--- config.mk ---
export PLATFORM = sky130hd
export DESIGN_NAME = dbg_port_regs
export DESIGN_NICKNAME = d
export VERILOG_FILES = /design/src/rtl/dbgpr_pkg.sv /design/src/rtl/dbgpr_ctrl.sv /design/src/rtl/dbgpr_core_hold.sv /design/src/rtl/dbgpr_tstamp.sv /design/src/rtl/dbg_port_regs.sv
export SDC_FILE = /design/constraint.sdc
export NUM_CORES = 1
export LEC_CHECK = 0
export CAP_MARGIN = 20
export CORE_ASPECT_RATIO = 2
export CORE_UTILIZATION = 45
export DETAILED_ROUTE_END_ITERATION = 6
export PLACE_DENSITY = 0.86
export SETUP_SLACK_MARGIN = 0.1
export SLEW_MARGIN = 20
export SYNTH_ARGS = -nofsm -noshare
export SYNTH_HDL_FRONTEND = slang
export SYNTH_SLANG_ARGS = --single-unit
--- constraint.sdc ---
create_clock -name clk -period 2.8 [get_ports clk]
set_input_delay 0.56 -clock clk [delete_from_list [all_inputs] [get_ports clk]]
set_output_delay 0.56 -clock clk [all_outputs]
set_load 0.1 [all_outputs]
--- src/rtl/dbgpr_pkg.sv ---
package dbgpr_pkg;
   localparam int unsigned CB_ERASE  = 0;
   localparam int unsigned CB_DBGOFF = 1;
   localparam int unsigned CB_HALT   = 2;
   localparam int unsigned CB_SYSRST = 3;
   localparam int unsigned CB_CHOLD  = 4;
   localparam int unsigned CB_TSFRZ  = 8;
   localparam int unsigned SB_ACK    = 0;
   localparam int unsigned SB_READY  = 1;
   localparam int unsigned MIN_DW    = CB_TSFRZ + 1;

   typedef enum logic {
      SEL_CTRL = 1'b0,
      SEL_STAT = 1'b1
   } reg_sel_e;

   typedef struct packed {
      logic ts_frz;
      logic core_hold;
      logic sys_rst;
      logic halt;
      logic dbg_off;
   } cfg_t;
endpackage

--- src/rtl/dbgpr_ctrl.sv ---
module dbgpr_ctrl
   import dbgpr_pkg::*;
#(
   parameter int unsigned DATA_W = 32
) (
   input  logic              clk,
   input  logic              por_n,
   input  logic              wr_ctrl,
   input  logic [DATA_W-1:0] wdata,
   input  logic              sys_in_reset,
   input  logic              erase_allow_i,
   input  logic              erase_ack_i,
   output cfg_t              cfg_o,
   output logic              pend_o,
   output logic              ack_o,
   output logic              req_o
);
   cfg_t cfg_q;
   logic pend_q, ok_q, ack_q, req_q;
   logic launch;

   assign launch = wr_ctrl & wdata[CB_ERASE] & ~pend_q;

   always_ff @(posedge clk or negedge por_n) begin
      if (!por_n) begin
         cfg_q  <= '0;
         pend_q <= 1'b0;
         ok_q   <= 1'b0;
         ack_q  <= 1'b0;
         req_q  <= 1'b0;
      end else begin
         req_q <= 1'b0;
         if (wr_ctrl) begin
            cfg_q <= '{ts_frz:    wdata[CB_TSFRZ],
                       core_hold: wdata[CB_CHOLD],
                       sys_rst:   wdata[CB_SYSRST],
                       halt:      wdata[CB_HALT],
                       dbg_off:   wdata[CB_DBGOFF]};
         end
         if (sys_in_reset) begin
            pend_q <= 1'b0;
            ok_q   <= 1'b0;
            ack_q  <= 1'b0;
         end else if (launch) begin
            pend_q <= 1'b1;
            ok_q   <= erase_allow_i;
            ack_q  <= 1'b0;
            req_q  <= erase_allow_i;
         end else if (pend_q && ok_q && erase_ack_i) begin
            pend_q <= 1'b0;
            ok_q   <= 1'b0;
            ack_q  <= 1'b1;
         end
      end
   end

   assign cfg_o  = cfg_q;
   assign pend_o = pend_q;
   assign ack_o  = ack_q;
   assign req_o  = req_q;

   AST_REQ_ONE_CYCLE: assert property (@(posedge clk) disable iff (!por_n)
      req_q |=> !req_q);
   AST_REQ_NEEDS_PEND: assert property (@(posedge clk) disable iff (!por_n)
      req_q |-> (pend_q && ok_q));
   AST_SYSRST_WIPES: assert property (@(posedge clk) disable iff (!por_n)
      sys_in_reset |=> (!pend_q && !ack_q));
   AST_ACK_RETIRES: assert property (@(posedge clk) disable iff (!por_n)
      (pend_q && ok_q && erase_ack_i && !sys_in_reset) |=> (!pend_q && ack_q));
   AST_BLOCKED_STAYS: assert property (@(posedge clk) disable iff (!por_n)
      (pend_q && !ok_q && !sys_in_reset) |=> (pend_q && !ack_q));
endmodule

--- src/rtl/dbgpr_core_hold.sv ---
module dbgpr_core_hold (
   input  logic clk,
   input  logic por_n,
   input  logic sys_in_reset,
   input  logic hold_cfg,
   output logic core_rst_o
);
   logic hold_q;

   always_ff @(posedge clk or negedge por_n) begin
      if (!por_n)            hold_q <= 1'b0;
      else if (sys_in_reset) hold_q <= hold_cfg;
      else                   hold_q <= hold_q & hold_cfg;
   end

   assign core_rst_o = sys_in_reset | (hold_q & hold_cfg);

   AST_CORE_IN_SYSRST: assert property (@(posedge clk) disable iff (!por_n)
      sys_in_reset |-> core_rst_o);
   AST_CORE_FREE_EXIT: assert property (@(posedge clk) disable iff (!por_n)
      ($fell(sys_in_reset) && !$past(hold_cfg)) |-> !core_rst_o);
endmodule

--- src/rtl/dbgpr_tstamp.sv ---
module dbgpr_tstamp #(
   parameter int unsigned TS_W  = 48,
   parameter bit          TS_EN = 1'b1
) (
   input  logic            clk,
   input  logic            por_n,
   input  logic            run,
   output logic [TS_W-1:0] count_o
);
   localparam logic [TS_W-1:0] ONE = TS_W'(1);

   generate
      if (TS_EN) begin : g_cnt
         logic [TS_W-1:0] cnt_q;
         always_ff @(posedge clk or negedge por_n) begin
            if (!por_n)   cnt_q <= '0;
            else if (run) cnt_q <= cnt_q + ONE;
         end
         assign count_o = cnt_q;

         AST_TS_STEP: assert property (@(posedge clk) disable iff (!por_n)
            run |=> (cnt_q == $past(cnt_q) + ONE));
         AST_TS_HOLD: assert property (@(posedge clk) disable iff (!por_n)
            !run |=> $stable(cnt_q));
      end else begin : g_none
         assign count_o = '0;
      end
   endgenerate
endmodule

--- src/rtl/dbg_port_regs.sv ---
module dbg_port_regs
   import dbgpr_pkg::*;
#(
   parameter int unsigned DATA_W = 32,
   parameter int unsigned TS_W   = 48,
   parameter bit          TS_EN  = 1'b1
) (
   input  logic              clk,
   input  logic              por_n,
   input  logic              reg_wr,
   input  logic              reg_sel,
   input  logic [DATA_W-1:0] reg_wdata,
   output logic [DATA_W-1:0] reg_rdata,
   input  logic              erase_allow_i,
   input  logic              erase_ack_i,
   input  logic              flash_ready_i,
   input  logic              sys_in_reset,
   input  logic              core_halted_i,
   input  logic              trace_en_i,
   output logic              erase_req_o,
   output logic              dbg_disable_o,
   output logic              halt_req_o,
   output logic              sys_rst_req_o,
   output logic              core_rst_o,
   output logic              ts_freeze_o,
   output logic [TS_W-1:0]   ts_count_o
);
   generate
      if (DATA_W < MIN_DW) begin : g_bad_dw
         $error("dbg_port_regs: DATA_W too small for control fields");
      end
      if (TS_W < 1 || TS_W > 64) begin : g_bad_ts
         $error("dbg_port_regs: TS_W must be 1..64");
      end
   endgenerate

   cfg_t cfg;
   logic pend, ack, wr_ctrl;
   logic [DATA_W-1:0] ctrl_img, stat_img;

   assign wr_ctrl = reg_wr & (reg_sel_e'(reg_sel) == SEL_CTRL);

   dbgpr_ctrl #(.DATA_W(DATA_W)) u_ctrl (
      .clk(clk), .por_n(por_n), .wr_ctrl(wr_ctrl), .wdata(reg_wdata),
      .sys_in_reset(sys_in_reset), .erase_allow_i(erase_allow_i),
      .erase_ack_i(erase_ack_i), .cfg_o(cfg), .pend_o(pend),
      .ack_o(ack), .req_o(erase_req_o)
   );

   dbgpr_core_hold u_hold (
      .clk(clk), .por_n(por_n), .sys_in_reset(sys_in_reset),
      .hold_cfg(cfg.core_hold), .core_rst_o(core_rst_o)
   );

   assign ts_freeze_o = cfg.ts_frz & core_halted_i;

   dbgpr_tstamp #(.TS_W(TS_W), .TS_EN(TS_EN)) u_ts (
      .clk(clk), .por_n(por_n), .run(trace_en_i & ~ts_freeze_o),
      .count_o(ts_count_o)
   );

   assign dbg_disable_o = cfg.dbg_off;
   assign sys_rst_req_o = cfg.sys_rst;
   assign halt_req_o    = cfg.halt & ~cfg.dbg_off;

   always_comb begin
      ctrl_img            = '0;
      ctrl_img[CB_ERASE]  = pend;
      ctrl_img[CB_DBGOFF] = cfg.dbg_off;
      ctrl_img[CB_HALT]   = cfg.halt;
      ctrl_img[CB_SYSRST] = cfg.sys_rst;
      ctrl_img[CB_CHOLD]  = cfg.core_hold;
      ctrl_img[CB_TSFRZ]  = cfg.ts_frz;
      stat_img            = '0;
      stat_img[SB_ACK]    = ack;
      stat_img[SB_READY]  = flash_ready_i;
   end

   assign reg_rdata = (reg_sel_e'(reg_sel) == SEL_STAT) ? stat_img : ctrl_img;

   AST_STAT_WR_INERT: assert property (@(posedge clk) disable iff (!por_n)
      (reg_wr && reg_sel && !sys_in_reset && !(pend && erase_ack_i)) |=>
      ($stable(cfg) && $stable(pend)));
endmodule

==> results of run 1 <==
==> power breakdown <==
group | internal [µW] | total [µW] | switching [µW] | leakage, µW
combinational | 192 | 885 | 692 | 0.000936
sequential | 898 | 973 | 75.7 | 0.000781
clock | 629 | 961 | 332 | 0.000128
==> stage by stage <==
| step | std cells | total power, µW | hold slack [ns] | utilization |
|---|---|---|---|---|
| floorplan | 285 | 1690 | 0.264 | - |
| global route | 434 | 2910 | 0.345 | 0.638 |
| detailed placement | 421 | 1870 | 0.470 | 0.595 |
| CTS | 434 | 2840 | 0.311 | 0.638 |
| global placement | 421 | 1860 | 0.461 | 0.595 |
| finish | 434 | 2820 | 0.290 | 0.638 |
==> cells in the final DEF, fill, tap and decap left out, drive strengths merged, types with 4 or more instances in the layout <==
cell | netlist | final
mux2 | 8 | 8
nand3 | 20 | 20
nand4 | 15 | 15
nor2 | 11 | 11
nor3 | 7 | 7
clkbuf | 2 | 13
and3 | 7 | 7
nor2b | 6 | 6
dfrtp | 58 | 58
clkdlybuf4s50 | 0 | 14
and4 | 5 | 5
buf | 27 | 67
xnor2 | 35 | 35
nor4 | 4 | 4
nand2 | 24 | 24
xor2 | 12 | 12
conb | 1 | 26
==> layer usage <==
layer,vias to the layer above,global-route usage,share of wire
li1,1016,-,-
met1,1077,0.211,0.37
met2,82,0.362,0.56
met3,9,0.0565,0.047
met4,0,0.0952,0.019
met5,-,0,0
==> cells by family (layout without fill, tap and decap cells) <==
| family | count (synthesis) | count (layout) | synth area share |
|---|---|---|---|
| adders and majority gates | 1 | 1 | 0.00438 |
| DFF | 58 | 58 | 0.508 |
| AOI/OAI and AO/OA | 8 | 8 | 0.0223 |
| xor gates and xnor gates | 47 | 47 | 0.144 |
| buffers and inverters | 32 | 97 | 0.0775 |
| and+or+nand+nor | 104 | 104 | 0.208 |
| other | 1 | 26 | 0.00131 |
| muxes | 9 | 9 | 0.0350 |
==> critical path, stage by stage <==
cell and delay, ns:
clkdlybuf4s50_1 0.63, mux2_2 0.41, buf_12 0.17
==> worst min-delay path by stage <==
stage | start | to | slack, ns | depth (start not counted)
2_1_floorplan | por_n | u_ctrl.ack_o | 0.26 | 0
3_3_place_gp | u_hold.hold_q | u_hold.hold_q | 0.46 | 1
3_5_place_dp | u_ts.count_o[47] | u_ts.count_o[47] | 0.47 | 1
5_1_grt | por_n | u_ts.count_o[47] | 0.35 | 1
6_report | por_n | u_ctrl.cfg_o[0] | 0.29 | 1
4_1_cts | por_n | u_ctrl.cfg_o[2] | 0.31 | 1
==> flip-flops by register name, indices dropped and copies added, names as in the netlist <==
| name | count |
|---|---|
| u_ts.count_o | 48 |
| u_ctrl.cfg_o | 5 |
| u_ctrl.req_o | 1 |
| u_ctrl.ack_o | 1 |
| u_ctrl.ok_q | 1 |
| u_hold.hold_q | 1 |
| u_ctrl.pend_o | 1 |
==> area by class of cell <==
type                       instances  area (µm²)
clock buffer                      13         260
multi-input combinational        195        1280
sequential                        58        1450
timing repair buffer              81         753
fill                             499        2190
tap                               84         105
inverter                           3        11.3
==> impl_metrics.py, run 1 <==
metrics = {
    "outcome": {
        "status": "completed",
    },
    "power": {
        "pwr_density_cell_nw_per_um2": 729,
        "max-vdd-ir-drop_mv": 0.719,
        "p_leak_uw": 0.00184,
    },
    "synth": {
        "ys_ff_latch": 58,
        "syn_avg_cell_area_um2": 11.0,
        "synth_area_um2": 2860,
        "yosysTopAreaCell": "dfrtp_1",
        "post-synth-top-count-cell": "dfrtp_1",
        "yosysUniqueCellTypes": 34,
        "synth_top_cells_by_area": "dfrtp_1 (51%), xnor2_1 (11%), buf_4 (7.1%)",
        "synthFlopType": "dfrtp_1",
        "syn_inst": 260,
        "yosysWarningCount": 0,
        "synth_edf_count": 0,
        "seq_area_frac_synth": 0.508,
        "synth.cells.most_frequent": "dfrtp_1 (58), xnor2_1 (35), buf_4 (27), nand2_1 (24), nand3_1 (20)",
        "netlist.area_leader.share": 0.508,
        "postSynth.asyncResetShare": 1.00,
    },
    "job": {
        "cap_viol_max_count": 0,
    },
    "global_routing": {
        "grt_pass1_wl_um": 10000,
        "grt_max_degree": 32,
        "track_usage": 0.202,
        "grt_pass1_vias": 2207,
        "antenna_found_initial": 0,
        "overflow": 0,
    },
    "floorplanning": {
        "die_w_um": 58.4,
        "num_rows": 40,
        "ioPinCount": 128,
        "dieArea_um2": 6690,
        "fp.dieH_um": 115,
        "core_um2": 6060,
        "initial_core_util": 0.472,
    },
    "cells_and_area": {
        "design_area_um2": 3860,
        "num-nets-final": 391,
        "area_delta_synth_final_pct": 35.2,
        "n_antenna_cell": 0,
        "layout-drive-gt1-share": 0.274,
    },
    "sta": {
        "slew_violations": 0,
        "period_share": 0.837,
        "period_needed_ns": 2.34,
        "setup_slack_ns": 0.458,
        "tns_ns": 0,
        "timing.fmax_mhz": 427,
        "fin_worst_skew_ns": 0.00408,
        "worst_pin_slew_ns": 0.722,
        "setup_violations": 0,
        "relSlewSlack": 0.518,
        "rsz0062_at_grt": "false",
        "hold_viol": 0,
    },
    "placement": {
        "place_area_um2": 3600,
        "dp_slack_ns": 0.204,
        "place_hpwl_um": 4530,
        "gp_congestion": 0.836,
        "io_buffers": 75,
    },
    "detailed_routing": {
        "via_per_inst": 5.03,
        "wl_um": 6130,
        "drt-pass1-iter-count": 4,
        "via_count": 2184,
        "post-route-drc-count": 0,
        "wl_per_cell_um": 14.1,
        "initialDrtViolationCount": 85,
        "detail-route-antenna-nets": 0,
    },
    "critical_path": {
        "crit_type": "in -> out",
        "end_kind": "output port",
        "crit_fanout": 7,
        "reg2reg_depth": 6,
        "r2r_start": "u_ts.count_o[0]",
        "cp-start-kind": "primary input",
        "crit_arrival_ns": 1.78,
        "r2r_slack_ns": 0.76,
        "crit_end": "reg_rdata[0]",
        "required_ns": 2.24,
        "critPathLaunch": "reg_sel",
        "reg2reg_to": "u_ts.count_o[44]",
    },
    "clocking": {
        "post-cts-setup-buffer-count": 0,
        "hold_buffers": 0,
        "clk_pin_slew_worst_paths_ns": 0.05,
        "cts_buffers": 9,
        "cts_root_buf": "clkbuf_16",
        "cts_tree": "done",
        "clkSinkCount": 58,
        "clkLatencyLatePin_ns": 0.32,
        "cts_resized": 0,
        "htreeDepth": 3,
        "cts_buffer_depth": 2,
    },
    "hold_path": {
        "hold_path.class": "in -> async",
    },
}
Note: power is estimated with default switching activity, not from simulation.
==> inputs of run 2 (changes only) <==
Settings changed: CORE_UTILIZATION 45 to 42, PLACE_DENSITY 0.86 to 0.81.
Clock period 2.8 ns to 2.5 ns, I/O delays scaled along.
==> impl_metrics.py, run 2 (same netlist as run 1, synthesis figures left out) <==
metrics = {
    "outcome": {
        "status": "completed",
    },
    "placement": {
        "placed_cells": 426,
        "place_hpwl_um": 4600,
        "io_buffers": 75,
        "gp_congestion": 0.827,
        "dp_slack_ns": 0.0156,
    },
    "floorplanning": {
        "dieArea_um2": 7160,
        "ioPinCount": 128,
        "initial_core_util": 0.435,
        "core_um2": 6570,
        "num_rows": 42,
        "fp.dieH_um": 119,
        "die_w_um": 60.3,
    },
    "clocking": {
        "cts_buffers": 9,
        "clkLatencyLatePin_ns": 0.33,
        "hold_buffers": 0,
        "cts_buffer_depth": 2,
        "post-cts-setup-buffer-count": 0,
        "htreeDepth": 3,
        "clk_pin_slew_worst_paths_ns": 0.05,
        "cts_tree": "done",
        "clkSinkCount": 58,
        "cts_root_buf": "clkbuf_16",
        "cts_resized": 0,
    },
    "sta": {
        "setup_violations": 0,
        "timing.fmax_mhz": 463,
        "period_share": 0.864,
        "setup_slack_ns": 0.340,
        "relSlewSlack": 0.560,
        "rsz0062_at_grt": "false",
        "worst_pin_slew_ns": 0.655,
        "slew_violations": 0,
        "tns_ns": 0,
        "holdWs_ns": 0.170,
        "hold_viol": 0,
        "fin_worst_skew_ns": 0.00807,
        "period_needed_ns": 2.16,
    },
    "power": {
        "max-vdd-ir-drop_mv": 0.950,
        "comb_power_share": 0.300,
        "p_sw_frac": 0.382,
        "switchingPower_uw": 1270,
        "pwr_density_cell_nw_per_um2": 840,
        "power_frac_seq": 0.332,
        "pwr-share-clk": 0.369,
        "p_leak_uw": 0.00185,
        "internal-power_uw": 2050,
    },
    "hold_path": {
        "hold_path.class": "in -> async",
    },
    "critical_path": {
        "end_kind": "flip-flop",
        "critical_path.cell_chain": "clkdlybuf4s50_1, a21boi_2, nand4_1, buf_4, or3_4, nor3_2, xor2_1",
        "reg2reg_depth": 6,
        "slowest_delay_ns": 0.45,
        "crit_fanout": 7,
        "cpMaxStageDelayCell": "clkdlybuf4s50_1",
        "cp-start-kind": "primary input",
        "required_ns": 2.74,
        "r2r_slack_ns": 0.53,
        "r2r_start": "u_ts.count_o[0]",
        "crit_arrival_ns": 2.40,
        "crit_type": "in -> reg",
        "reg2reg_to": "u_ts.count_o[40]",
    },
    "detailed_routing": {
        "via_count": 2210,
        "drt-pass1-iter-count": 6,
        "wl_um": 5940,
        "detail-route-antenna-nets": 0,
        "post-route-drc-count": 0,
        "via_per_inst": 5.00,
        "wl_per_cell_um": 13.4,
        "initialDrtViolationCount": 89,
    },
    "cells_and_area": {
        "largest_register_ff_count": 48,
        "layout-drive-gt1-share": 0.339,
        "fin_cells": 442,
        "layout_common_cells": "buf_4 (58), dfrtp_1 (40), xnor2_1 (35)",
        "area_delta_synth_final_pct": 38.0,
        "num-nets-final": 392,
        "n_antenna_cell": 0,
        "final_common_cell": "buf_4",
        "finalCoreUtilization": 0.601,
    },
    "global_routing": {
        "overflow": 0,
        "antenna_found_initial": 0,
        "track_usage": 0.186,
        "grt_pass1_vias": 2182,
        "grt_pass1_wl_um": 9840,
        "met2_usage": 0.319,
        "met1_usage": 0.193,
        "grt_most_used_layer": "met2",
        "grt_max_degree": 35,
        "grtUsageMet3": 0.0503,
    },
    "job": {
        "cap_viol_max_count": 0,
    },
}
## run 2: cell count changes in the layout (fill, tap and decap cells not counted), sizes merged
cell / change
clkinv: +3
clkbuf: -2
buf: +1
bufinv: +1
clkinvlp: +1
## run 2: layout make-up
type | count | area, µm²
fill | 544 | 2620
clock inverter | 5 | 52.6
tap | 88 | 110
clock buffer | 11 | 253
multi-input combinational | 195 | 1280
inverter | 3 | 11.3
sequential | 58 | 1470
timing repair buffer | 82 | 761
## run 2: worst max-delay path: cells and delay by family
| kind | cells | cell delay (ns) |
|---|---|---|
| buffers and inverters | 2 | 0.64 |
| XOR/XNOR | 1 | 0.18 |
| AND/OR/NAND/NOR | 3 | 0.76 |
| AO/OA/AOI/OAI | 1 | 0.32 |
## run 2: through the flow
stage | cell area (µm²) | power (µW)
2_1_floorplan | 2980 | 1900
3_3_place_gp | 3640 | 2100
3_5_place_dp | 3640 | 2110
4_1_cts | 3950 | 3350
5_1_grt | 3950 | 3420
6_report | 3950 | 3310
## run 2: worst max-delay path by stage
stage / start / end / slack [ns] / cells past startpoint
after floorplan: u_ts.count_o[15] / u_ts.count_o[43] / 0.10 / 6
after global placement: trace_en_i / u_ts.count_o[44] / 0.05 / 6
after detailed placement: trace_en_i / u_ts.count_o[25] / 0.02 / 7
after CTS: reg_sel / reg_rdata[0] / 0.33 / 3
after global routing: trace_en_i / u_ts.count_o[46] / 0.18 / 7
final: trace_en_i / u_ts.count_o[25] / 0.34 / 7
## run 2: power by group through the flow
stage,logic (µW),registers [µW],clock network (µW)
4_1_cts,1000,1100,1250
6_report,994,1100,1220
3_5_place_dp,997,1110,0
3_3_place_gp,990,1110,0
2_1_floorplan,425,1470,0
5_1_grt,1030,1110,1280
## run 2: layer usage
metal  part of all wire  wire length [µm]
met1               0.36              2130
met2               0.57              3410
met3              0.043               258
met4              0.023               139
met5                  0                 0
==> inputs of run 3 (changes only) <==
Settings changed: CORE_MARGIN from default to 5.
==> impl_metrics.py, run 3 (same netlist as run 1, synthesis figures left out) <==
metrics = {
    "outcome": {
        "status": "completed",
    },
    "power": {
        "max-vdd-ir-drop_mv": 0.955,
        "p_sw_frac": 0.360,
        "comb_power_share": 0.282,
        "internal-power_uw": 2250,
        "pwr_density_cell_nw_per_um2": 881,
        "p_leak_uw": 0.00187,
        "switchingPower_uw": 1270,
        "pwr-share-clk": 0.405,
        "power_frac_seq": 0.312,
    },
    "detailed_routing": {
        "post-route-drc-count": 0,
        "initialDrtViolationCount": 95,
        "drt-pass1-iter-count": 4,
        "wl_per_cell_um": 13.9,
        "detail-route-antenna-nets": 0,
        "via_per_inst": 4.84,
        "via_count": 2138,
        "wl_um": 6160,
    },
    "placement": {
        "place_area_um2": 3640,
        "placed_cells": 426,
        "gp_congestion": 0.769,
        "io_buffers": 75,
        "place_hpwl_um": 4790,
    },
    "sta": {
        "fin_worst_skew_ns": 0.00402,
        "worst_pin_slew_ns": 0.626,
        "hold_viol": 0,
        "slew_violations": 0,
        "relSlewSlack": 0.579,
        "period_needed_ns": 2.23,
        "holdWs_ns": 0.192,
        "rsz0062_at_grt": "false",
        "setup_violations": 0,
        "period_share": 0.890,
        "timing.fmax_mhz": 449,
    },
    "clocking": {
        "cts_buffers": 9,
        "cts_tree": "done",
        "clk_pin_slew_worst_paths_ns": 0.05,
        "clkLatencyLatePin_ns": 0.32,
        "hold_buffers": 0,
        "clkSinkCount": 58,
        "cts_buffer_depth": 2,
        "cts_root_buf": "clkbuf_16",
        "cts_resized": 0,
        "htreeDepth": 3,
        "post-cts-setup-buffer-count": 0,
    },
    "floorplanning": {
        "dieArea_um2": 8650,
        "num_rows": 42,
        "initial_core_util": 0.432,
        "die_w_um": 68.3,
        "ioPinCount": 128,
        "core_um2": 6620,
        "fp.dieH_um": 127,
    },
    "critical_path": {
        "crit_type": "in -> out",
        "path_buf_inv": 2,
        "required_ns": 2.00,
        "crit_fanout": 7,
        "cpMaxStageDelayCell": "clkdlybuf4s50_1",
        "critical_path.cell_chain": "clkdlybuf4s50_1, mux2_2, buf_12",
        "slowest_delay_ns": 0.65,
        "end_kind": "output port",
        "cp-start-kind": "primary input",
        "cp_top_family": "buffers and inverters",
        "crit_arrival_ns": 1.73,
    },
    "cells_and_area": {
        "design_area_um2": 3990,
        "n_antenna_cell": 0,
        "final_common_cell": "buf_4",
        "fin_cells": 442,
        "layout_common_cells": "buf_4 (58), dfrtp_1 (40), xnor2_1 (35)",
        "layout-drive-gt1-share": 0.339,
        "largest_register_ff_count": 48,
        "num-nets-final": 392,
        "area_delta_synth_final_pct": 39.7,
    },
    "global_routing": {
        "antenna_found_initial": 0,
        "track_usage": 0.160,
        "grt_max_degree": 32,
        "overflow": 0,
        "grt_pass1_vias": 2194,
        "grt_pass1_wl_um": 10400,
    },
    "hold_path": {
        "hold_path.class": "in -> async",
    },
    "job": {
        "cap_viol_max_count": 0,
    },
}
## run 3: stage by stage
stage               setup WS [ns]  power (µW)   util  TNS (ns)
floorplan                   0.105        1900      -         0
global placement           0.0477        2100  0.550         0
detailed placement       -0.00393        2110  0.550  -0.00393
CTS                         0.265        3560  0.603         0
global route                0.216        3650  0.603         0
finish                      0.274        3520  0.603         0
## run 3: area by class of cell
| class | count | area, µm² |
|---|---|---|
| clock buffers | 11 | 253 |
| repair buffers | 82 | 761 |
| clock inverters | 5 | 100 |
| well taps | 88 | 110 |
| flip-flops and latches | 58 | 1470 |
| multi-input cells | 195 | 1280 |
| fillers | 552 | 2630 |
| inverters | 3 | 11.3 |
## run 3: path summary, 6_finish.rpt
kind	from	to	slack (ns)	depth (start not counted)
worst max-delay path	reg_sel	reg_rdata[0]	0.27	3
worst min-delay path	por_n	u_ctrl.req_o	0.19	1
worst max register to register	u_ts.count_o[0]	u_ts.count_o[46]	0.52	7
worst min register to register	u_ts.count_o[47]	u_ts.count_o[47]	0.48	1
max in group asynchronous	por_n	u_ts.count_o[12]	1.70	2
min in group clk	u_ts.count_o[47]	u_ts.count_o[47]	0.48	1
## run 3: per-layer routing
| metal | share of wire | vias to the layer above | global-route usage |
|---|---|---|---|
| li1 | - | 1025 | - |
| met1 | 0.38 | 1022 | 0.177 |
| met2 | 0.53 | 81 | 0.267 |
| met3 | 0.066 | 10 | 0.0434 |
| met4 | 0.023 | 0 | 0.0844 |
| met5 | 0 | - | 0 |
## run 3: power by group through the flow
stage | clock network [µW] | registers (µW) | logic [µW]
4_1_cts | 1460 | 1100 | 1000
3_5_place_dp | 0 | 1110 | 1000
6_report | 1430 | 1100 | 994
5_1_grt | 1500 | 1120 | 1040
2_1_floorplan | 0 | 1470 | 425
3_3_place_gp | 0 | 1110 | 991
